File: config.mk
export PLATFORM = sky130hd
export DESIGN_NAME = cell_rx_port
export DESIGN_NICKNAME = d
export VERILOG_FILES = /design/src/rtl/cell_rx_pkg.sv /design/src/rtl/cell_rx_parity.sv /design/src/rtl/cell_rx_framer.sv /design/src/rtl/cell_rx_buffer.sv /design/src/rtl/cell_rx_port.sv
export SDC_FILE = /design/constraint.sdc
export NUM_CORES = 1
export LEC_CHECK = 0
export BUFFER_PORTS_ARGS = -buffer_cell sky130_fd_sc_hd__buf_2
export CAP_MARGIN = 20
export CORE_MARGIN = 1.5
export CORE_UTILIZATION = 33
export DETAILED_ROUTE_END_ITERATION = 10
export HOLD_SLACK_MARGIN = 0.08
export PLACE_DENSITY = 0.51
export SYNTH_ARGS = -nofsm -noshare
export SYNTH_HDL_FRONTEND = slang
export SYNTH_HIERARCHICAL = 1
export SYNTH_SLANG_ARGS = --single-unit
File: constraint.sdc
create_clock -name clk -period 3 [get_ports clk]
set_clock_uncertainty 0.05 [all_clocks]
set_input_delay 0.6 -clock clk [delete_from_list [all_inputs] [get_ports clk]]
set_output_delay 0.6 -clock clk [all_outputs]
set_load 0.01 [all_outputs]
File: src/rtl/cell_rx_pkg.sv
`timescale 1ns/1ps
package cell_rx_pkg;

   typedef enum logic [1:0] {
      FR_HUNT = 2'd0,
      FR_FILL = 2'd1,
      FR_HOLD = 2'd2
   } fr_state_t;

   // words per cell for a given bus width and byte count
   function automatic int cell_words(input int bus_w, input int bytes);
      if (bus_w == 16)
         return (bytes + 1) / 2;
      return bytes;
   endfunction

endpackage

File: src/rtl/cell_rx_parity.sv
`timescale 1ns/1ps
module cell_rx_parity #(
   parameter int BUS_W = 16
) (
   input  logic [BUS_W-1:0] data,
   input  logic             par,
   output logic             ok
);
   generate
      if (BUS_W == 16) begin : g_two_lane
         logic hi_x, lo_x;
         assign hi_x = ^data[15:8];
         assign lo_x = ^data[7:0];
         assign ok   = hi_x ^ lo_x ^ par;
      end else begin : g_one_lane
         assign ok = (^data) ^ par;
      end
   endgenerate
endmodule

File: src/rtl/cell_rx_framer.sv
`timescale 1ns/1ps
module cell_rx_framer
   import cell_rx_pkg::*;
#(
   parameter int BUS_W = 16,
   parameter int WORDS = 27,
   parameter int AW    = 5,
   parameter int CNT_W = 5
) (
   input  logic             clk,
   input  logic             rst_n,
   input  logic             par_chk_en,
   input  logic [BUS_W-1:0] phy_data,
   input  logic             phy_soc,
   input  logic             word_ok,
   input  logic             drain_end,
   output logic             pull_en,
   output logic             wr_en,
   output logic [AW-1:0]    wr_addr,
   output logic [BUS_W-1:0] wr_data,
   output logic             release_cell,
   output logic             drop_pulse
);
   localparam logic [CNT_W-1:0] LAST_IDX = CNT_W'(WORDS - 1);

   fr_state_t        st;
   logic [CNT_W-1:0] cnt;
   logic             bad;
   logic             take;
   logic             word_bad;
   logic             last_pending;

   assign take         = pull_en_q;
   assign word_bad     = par_chk_en & ~word_ok;
   assign last_pending = (st == FR_FILL) && (cnt == LAST_IDX) && pull_en_q;

   logic pull_en_q;

   // close the bus one cycle early so no word is in flight once the cell is full
   always_comb begin
      pull_en = (st != FR_HOLD) && !last_pending;
   end

   always_comb begin
      wr_en   = take && (phy_soc || (st == FR_FILL));
      wr_addr = phy_soc ? '0 : cnt[AW-1:0];
      wr_data = phy_data;
   end

   always_ff @(posedge clk) begin
      if (!rst_n) begin
         st           <= FR_HUNT;
         cnt          <= '0;
         bad          <= 1'b0;
         pull_en_q    <= 1'b0;
         release_cell <= 1'b0;
         drop_pulse   <= 1'b0;
      end else begin
         release_cell <= 1'b0;
         drop_pulse   <= 1'b0;
         pull_en_q    <= pull_en;
         case (st)
            FR_HOLD: begin
               if (drain_end) st <= FR_HUNT;
            end
            default: begin
               if (take) begin
                  if (phy_soc) begin
                     if (st == FR_FILL) drop_pulse <= 1'b1;
                     st  <= FR_FILL;
                     cnt <= CNT_W'(1);
                     bad <= word_bad;
                  end else if (st == FR_FILL) begin
                     if (cnt == LAST_IDX) begin
                        cnt <= '0;
                        if (bad || word_bad) begin
                           drop_pulse <= 1'b1;
                           st         <= FR_HUNT;
                        end else begin
                           release_cell <= 1'b1;
                           st           <= FR_HOLD;
                        end
                     end else begin
                        cnt <= cnt + CNT_W'(1);
                        bad <= bad | word_bad;
                     end
                  end
               end
            end
         endcase
      end
   end
endmodule

File: src/rtl/cell_rx_buffer.sv
`timescale 1ns/1ps
module cell_rx_buffer #(
   parameter int BUS_W    = 16,
   parameter int WORDS    = 27,
   parameter int AW       = 5,
   parameter bit PAD_LAST = 1'b1
) (
   input  logic             clk,
   input  logic             rst_n,
   input  logic             wr_en,
   input  logic [AW-1:0]    wr_addr,
   input  logic [BUS_W-1:0] wr_data,
   input  logic             release_cell,
   output logic             drain_end,
   output logic             out_valid,
   output logic [BUS_W-1:0] out_data,
   output logic             out_first,
   output logic             out_last
);
   localparam logic [AW-1:0] LAST_ADDR = AW'(WORDS - 1);

   logic [BUS_W-1:0] mem [WORDS];
   logic             draining;
   logic [AW-1:0]    rd;
   logic [AW-1:0]    rd_sel;
   logic [BUS_W-1:0] rd_word;
   logic [BUS_W-1:0] shaped;

   always_ff @(posedge clk) begin
      if (wr_en) mem[wr_addr] <= wr_data;
   end

   assign rd_sel    = draining ? rd : '0;
   assign rd_word   = mem[rd_sel];
   assign drain_end = draining && (rd == LAST_ADDR);

   generate
      if (PAD_LAST) begin : g_pad
         always_comb begin
            shaped = rd_word;
            if (rd_sel == LAST_ADDR) shaped[BUS_W/2-1:0] = '0;
         end
      end else begin : g_nopad
         assign shaped = rd_word;
      end
   endgenerate

   always_ff @(posedge clk) begin
      if (!rst_n) begin
         draining  <= 1'b0;
         rd        <= '0;
         out_valid <= 1'b0;
         out_first <= 1'b0;
         out_last  <= 1'b0;
         out_data  <= '0;
      end else begin
         out_valid <= 1'b0;
         out_first <= 1'b0;
         out_last  <= 1'b0;
         if (release_cell) begin
            out_valid <= 1'b1;
            out_first <= 1'b1;
            out_data  <= shaped;
            rd        <= AW'(1);
            draining  <= 1'b1;
         end else if (draining) begin
            out_valid <= 1'b1;
            out_data  <= shaped;
            if (rd == LAST_ADDR) begin
               out_last <= 1'b1;
               draining <= 1'b0;
            end else begin
               rd <= rd + AW'(1);
            end
         end
      end
   end
endmodule

File: src/rtl/cell_rx_port.sv
`timescale 1ns/1ps
module cell_rx_port
   import cell_rx_pkg::*;
#(
   parameter int BUS_W      = 16,
   parameter int CELL_BYTES = 53
) (
   input  logic             clk,
   input  logic             rst_n,
   input  logic             par_chk_en,
   input  logic [BUS_W-1:0] phy_data,
   input  logic             phy_soc,
   input  logic             phy_par,
   output logic             pull_en,
   output logic             out_valid,
   output logic [BUS_W-1:0] out_data,
   output logic             out_first,
   output logic             out_last,
   output logic             drop_pulse
);
   localparam int WORDS    = cell_words(BUS_W, CELL_BYTES);
   localparam int AW       = (WORDS > 1) ? $clog2(WORDS) : 1;
   localparam int CNT_W    = $clog2(WORDS + 1);
   localparam bit PAD_LAST = (BUS_W == 16) && ((CELL_BYTES % 2) == 1);

   generate
      if (!(BUS_W == 8 || BUS_W == 16)) begin : g_bad_width
         $error("cell_rx_port: BUS_W must be 8 or 16");
      end
      if (CELL_BYTES < 4) begin : g_bad_len
         $error("cell_rx_port: CELL_BYTES must be at least 4");
      end
   endgenerate

   logic             word_ok;
   logic             drain_end;
   logic             wr_en;
   logic [AW-1:0]    wr_addr;
   logic [BUS_W-1:0] wr_data;
   logic             release_cell;

   cell_rx_parity #(.BUS_W(BUS_W)) u_par (
      .data (phy_data),
      .par  (phy_par),
      .ok   (word_ok)
   );

   cell_rx_framer #(
      .BUS_W (BUS_W),
      .WORDS (WORDS),
      .AW    (AW),
      .CNT_W (CNT_W)
   ) u_frm (
      .clk          (clk),
      .rst_n        (rst_n),
      .par_chk_en   (par_chk_en),
      .phy_data     (phy_data),
      .phy_soc      (phy_soc),
      .word_ok      (word_ok),
      .drain_end    (drain_end),
      .pull_en      (pull_en),
      .wr_en        (wr_en),
      .wr_addr      (wr_addr),
      .wr_data      (wr_data),
      .release_cell (release_cell),
      .drop_pulse   (drop_pulse)
   );

   cell_rx_buffer #(
      .BUS_W    (BUS_W),
      .WORDS    (WORDS),
      .AW       (AW),
      .PAD_LAST (PAD_LAST)
   ) u_buf (
      .clk          (clk),
      .rst_n        (rst_n),
      .wr_en        (wr_en),
      .wr_addr      (wr_addr),
      .wr_data      (wr_data),
      .release_cell (release_cell),
      .drain_end    (drain_end),
      .out_valid    (out_valid),
      .out_data     (out_data),
      .out_first    (out_first),
      .out_last     (out_last)
   );
endmodule

==> results.yml <==
status:
  outcome: "complete, no violations"
hold_path:
  hold_path.class: "primary input to register"
  worstHoldStart: "rst_n"
floorplan:
  die_x_um: 244
  die-area_mm2: 0.0597
  fp.dieH_um: 244
  core.rowCount: 88
  coreArea_mm2: 0.0576
  initial_core_util: 0.334
  pin_count: 42
setup_path:
  cp_slowest_cell: "dfxtp_1"
  crit_arrival_ns: 1.91
  r2r_start: "u_frm/st[0]"
  r2r_slack_ns: 0.61
  worstPathRequired_ns: 2.35
  crit_start: "u_frm/cnt[0]"
  reg2reg_to: "u_buf/mem[12][13]"
  cpPeakStageDelay_ns: 0.36
  start_kind: "register"
  worstPathCellList: "inv_1 -> ha_1 -> and4b_1 -> a21oi_1 -> buf_2"
  endpoint_kind: "output port"
  path_class: "register to output port"
  ff2ff_path_depth: 5
  crit_end: "pull_en"
  crit_fanout: 4
yosys:
  yosysWarnings: 6
  synth_edf_count: 432
  synth_flop_cell: "edfxtp_1"
  synth-seq-area-share: 0.712
  synth_seq_cells: 468
  synth_area_per_cell_um2: 15.5
  syn_area_mm2: 0.0192
  async_reset_ff_frac: 0
  synth_cell_types: 77
  synthCells: 1244
  syn-num-nets: 1269
grt:
  grt_overflow: 0
  grt_pass1_wl_um: 73500
  grt_pass1_vias: 11300
  antenna_found_initial: 0
  grt_max_degree: 74
  grt.total_usage: 0.165
timing:
  fmax_mhz: 391
  maxSlewHeadroom: 0.562
  final.min_clock_period_ns: 2.56
  setup_slack_ns: 0.444
  hold_viol: 0
  tightest_slew_ns: 0.657
  rsz0062_at_grt: "no"
  setup_viol: 0
  setup_tns_ns: 0
  finalMaxSlewViolations: 0
  period_share: 0.852
placed_design:
  dp_hpwl_um: 31100
  gp_congestion: 0.773
  io_buffers: 41
  pre_cts_slack_ns: 0.219
clock_tree:
  htreeDepth: 2
  cts.sinks: 468
  cts-resized-gates: 0
  clk_pin_slew_ns: 0.06
  cts_tree: "built"
  post_cts_buffers: 0
  clk-insertion-delay-late_ns: 0.60
  cts_buffers: 49
  root_buffer: "clkbuf_16"
  clock_path_buffers: 3
  cts_hold_buf: 0
power_and_ir_drop:
  swShare: 0.202
  power_density_mw_per_mm2: 609
  p_switching_mw: 2.72
  combPwrFrac: 0.025
  seq_power_share: 0.533
  internal_power_mw: 10.7
  ir_drop_mv: 0.367
  clockPowerShare: 0.442
  p_leak_nw: 7.14
detailed_routing:
  routed_via_density: 5.25
  wirelength_um: 49000
  dr.pass1.iters: 5
  drt-initial-drc-count: 953
  post-route-drc-count: 0
  wl_per_cell_um: 23.0
  dr_total_vias: 11200
  drtAntennaViolNets: 0
cells_and_area:
  diodes: 0
  nets: 1349
  area_growth_pct: 14.9
  final_common_cell: "edfxtp_1"
  layout_common_cells: "edfxtp_1 (432), o21ai_0 (77), buf_4 (75)"
  drive_gt1_frac: 0.189
run:
  cap_viol_max_count: 0
## metrics by stage
step	utilization	total power [mW]	hold WS [ns]	instance area [um2]	std cells
6_report	0.384	13.4	0.342	22100	2129
5_1_grt	0.384	13.9	0.326	22100	2129
4_1_cts	0.384	13.6	0.311	22100	2129
3_5_place_dp	0.356	7.65	0.455	20500	2038
3_3_place_gp	0.356	7.64	0.445	20500	2038
2_1_floorplan	-	7.51	0.409	19200	1244
## worst max-delay path, delay by kind of cell (launching register included)
kind | cells | cell delay, ns
buf+inv | 2 | 0.26
fa+ha+maj | 1 | 0.23
simple gates | 1 | 0.26
flops | 1 | 0.36
compound gates | 1 | 0.19
## layer usage
layer	GRT usage	vias to the layer above	wire, um
li1	-	5084	-
met1	0.231	5714	22400
met2	0.267	310	23000
met3	0.0221	64	2470
met4	0.0488	0	1020
met5	0	-	0
## sequential cells by signal, summed over array words and instances (netlist names)
signal,flops
u_buf/mem,432
u_buf/out_data,16
u_buf/rd,5
u_frm/cnt,5
u_frm/st,2
u_buf/draining,1
u_buf/out_first,1
u_buf/out_last,1
u_buf/out_valid,1
u_frm/bad,1
u_frm/drop_pulse,1
u_frm/pull_en_q,1
u_frm/release_cell,1
## synthesized netlist by cell type, drive strengths merged (3+ instances only)
cell | count | area (um2)
inv | 7 | 26.3
a311oi | 9 | 78.8
and3 | 17 | 106
a221o | 12 | 120
o21ai | 81 | 405
and2 | 15 | 93.8
a211oi | 32 | 240
dfxtp | 36 | 721
nand4b | 4 | 35.0
a211o | 3 | 26.3
a31o | 6 | 52.6
a21oi | 41 | 205
and3b | 10 | 87.6
nor2b | 18 | 113
a31oi | 11 | 68.8
xor2 | 3 | 26.3
o211ai | 3 | 22.5
edfxtp | 432 | 13000
nand2 | 42 | 170
o221ai | 10 | 87.6
o22ai | 40 | 250
mux2 | 24 | 270
clkbuf | 20 | 75.1
xnor2 | 14 | 123
buf | 75 | 528
a22oi | 24 | 180
a221oi | 11 | 103
nor2 | 74 | 283
a32o | 7 | 70.1
or2 | 3 | 18.8
o22a | 6 | 52.6
mux2i | 68 | 681
nand3 | 11 | 60.1
or3b | 3 | 26.3
mux4 | 15 | 338
ha | 4 | 50.1
nand3b | 6 | 48.8
o32ai | 7 | 61.3
nand2b | 3 | 18.8
o21a | 8 | 60.1
## worst min path at each step
stage / end / cells after the start
finish: u_frm/pull_en_q / 2
global route: u_frm/pull_en_q / 2
CTS: u_frm/pull_en_q / 2
detailed placement: u_buf/out_data[1] / 2
global placement: u_frm/bad / 2
floorplan: u_frm/bad / 2
## area by class of cell
type	count	area, um2
inverters	9	33.8
fillers	5336	35500
repair buffers	124	928
clock inverters	14	91.3
clock buffers	77	1480
well taps	765	957
flip-flops and latches	468	13700
multi-input cells	672	4890
## power by group through the flow
stage | registers, mW | clock network, mW | logic [mW]
after global placement | 7.30 | 0 | 0.339
after CTS | 7.17 | 6.08 | 0.346
after global routing | 7.17 | 6.32 | 0.371
final | 7.17 | 5.94 | 0.340
after floorplan | 7.30 | 0 | 0.210
after detailed placement | 7.30 | 0 | 0.346
## cells by family after synthesis
logic type	count (synthesis)	share of synthesized area
AOI/OAI and AO/OA	324	0.115
xor gates and xnor gates	18	0.00892
adders and majority gates	4	0.00260
buffers and inverters	104	0.0331
DFF	468	0.712
muxes	107	0.0670
and+or+nand+nor	219	0.0607
No activity file was read; power rests on OpenSTA's default activity.
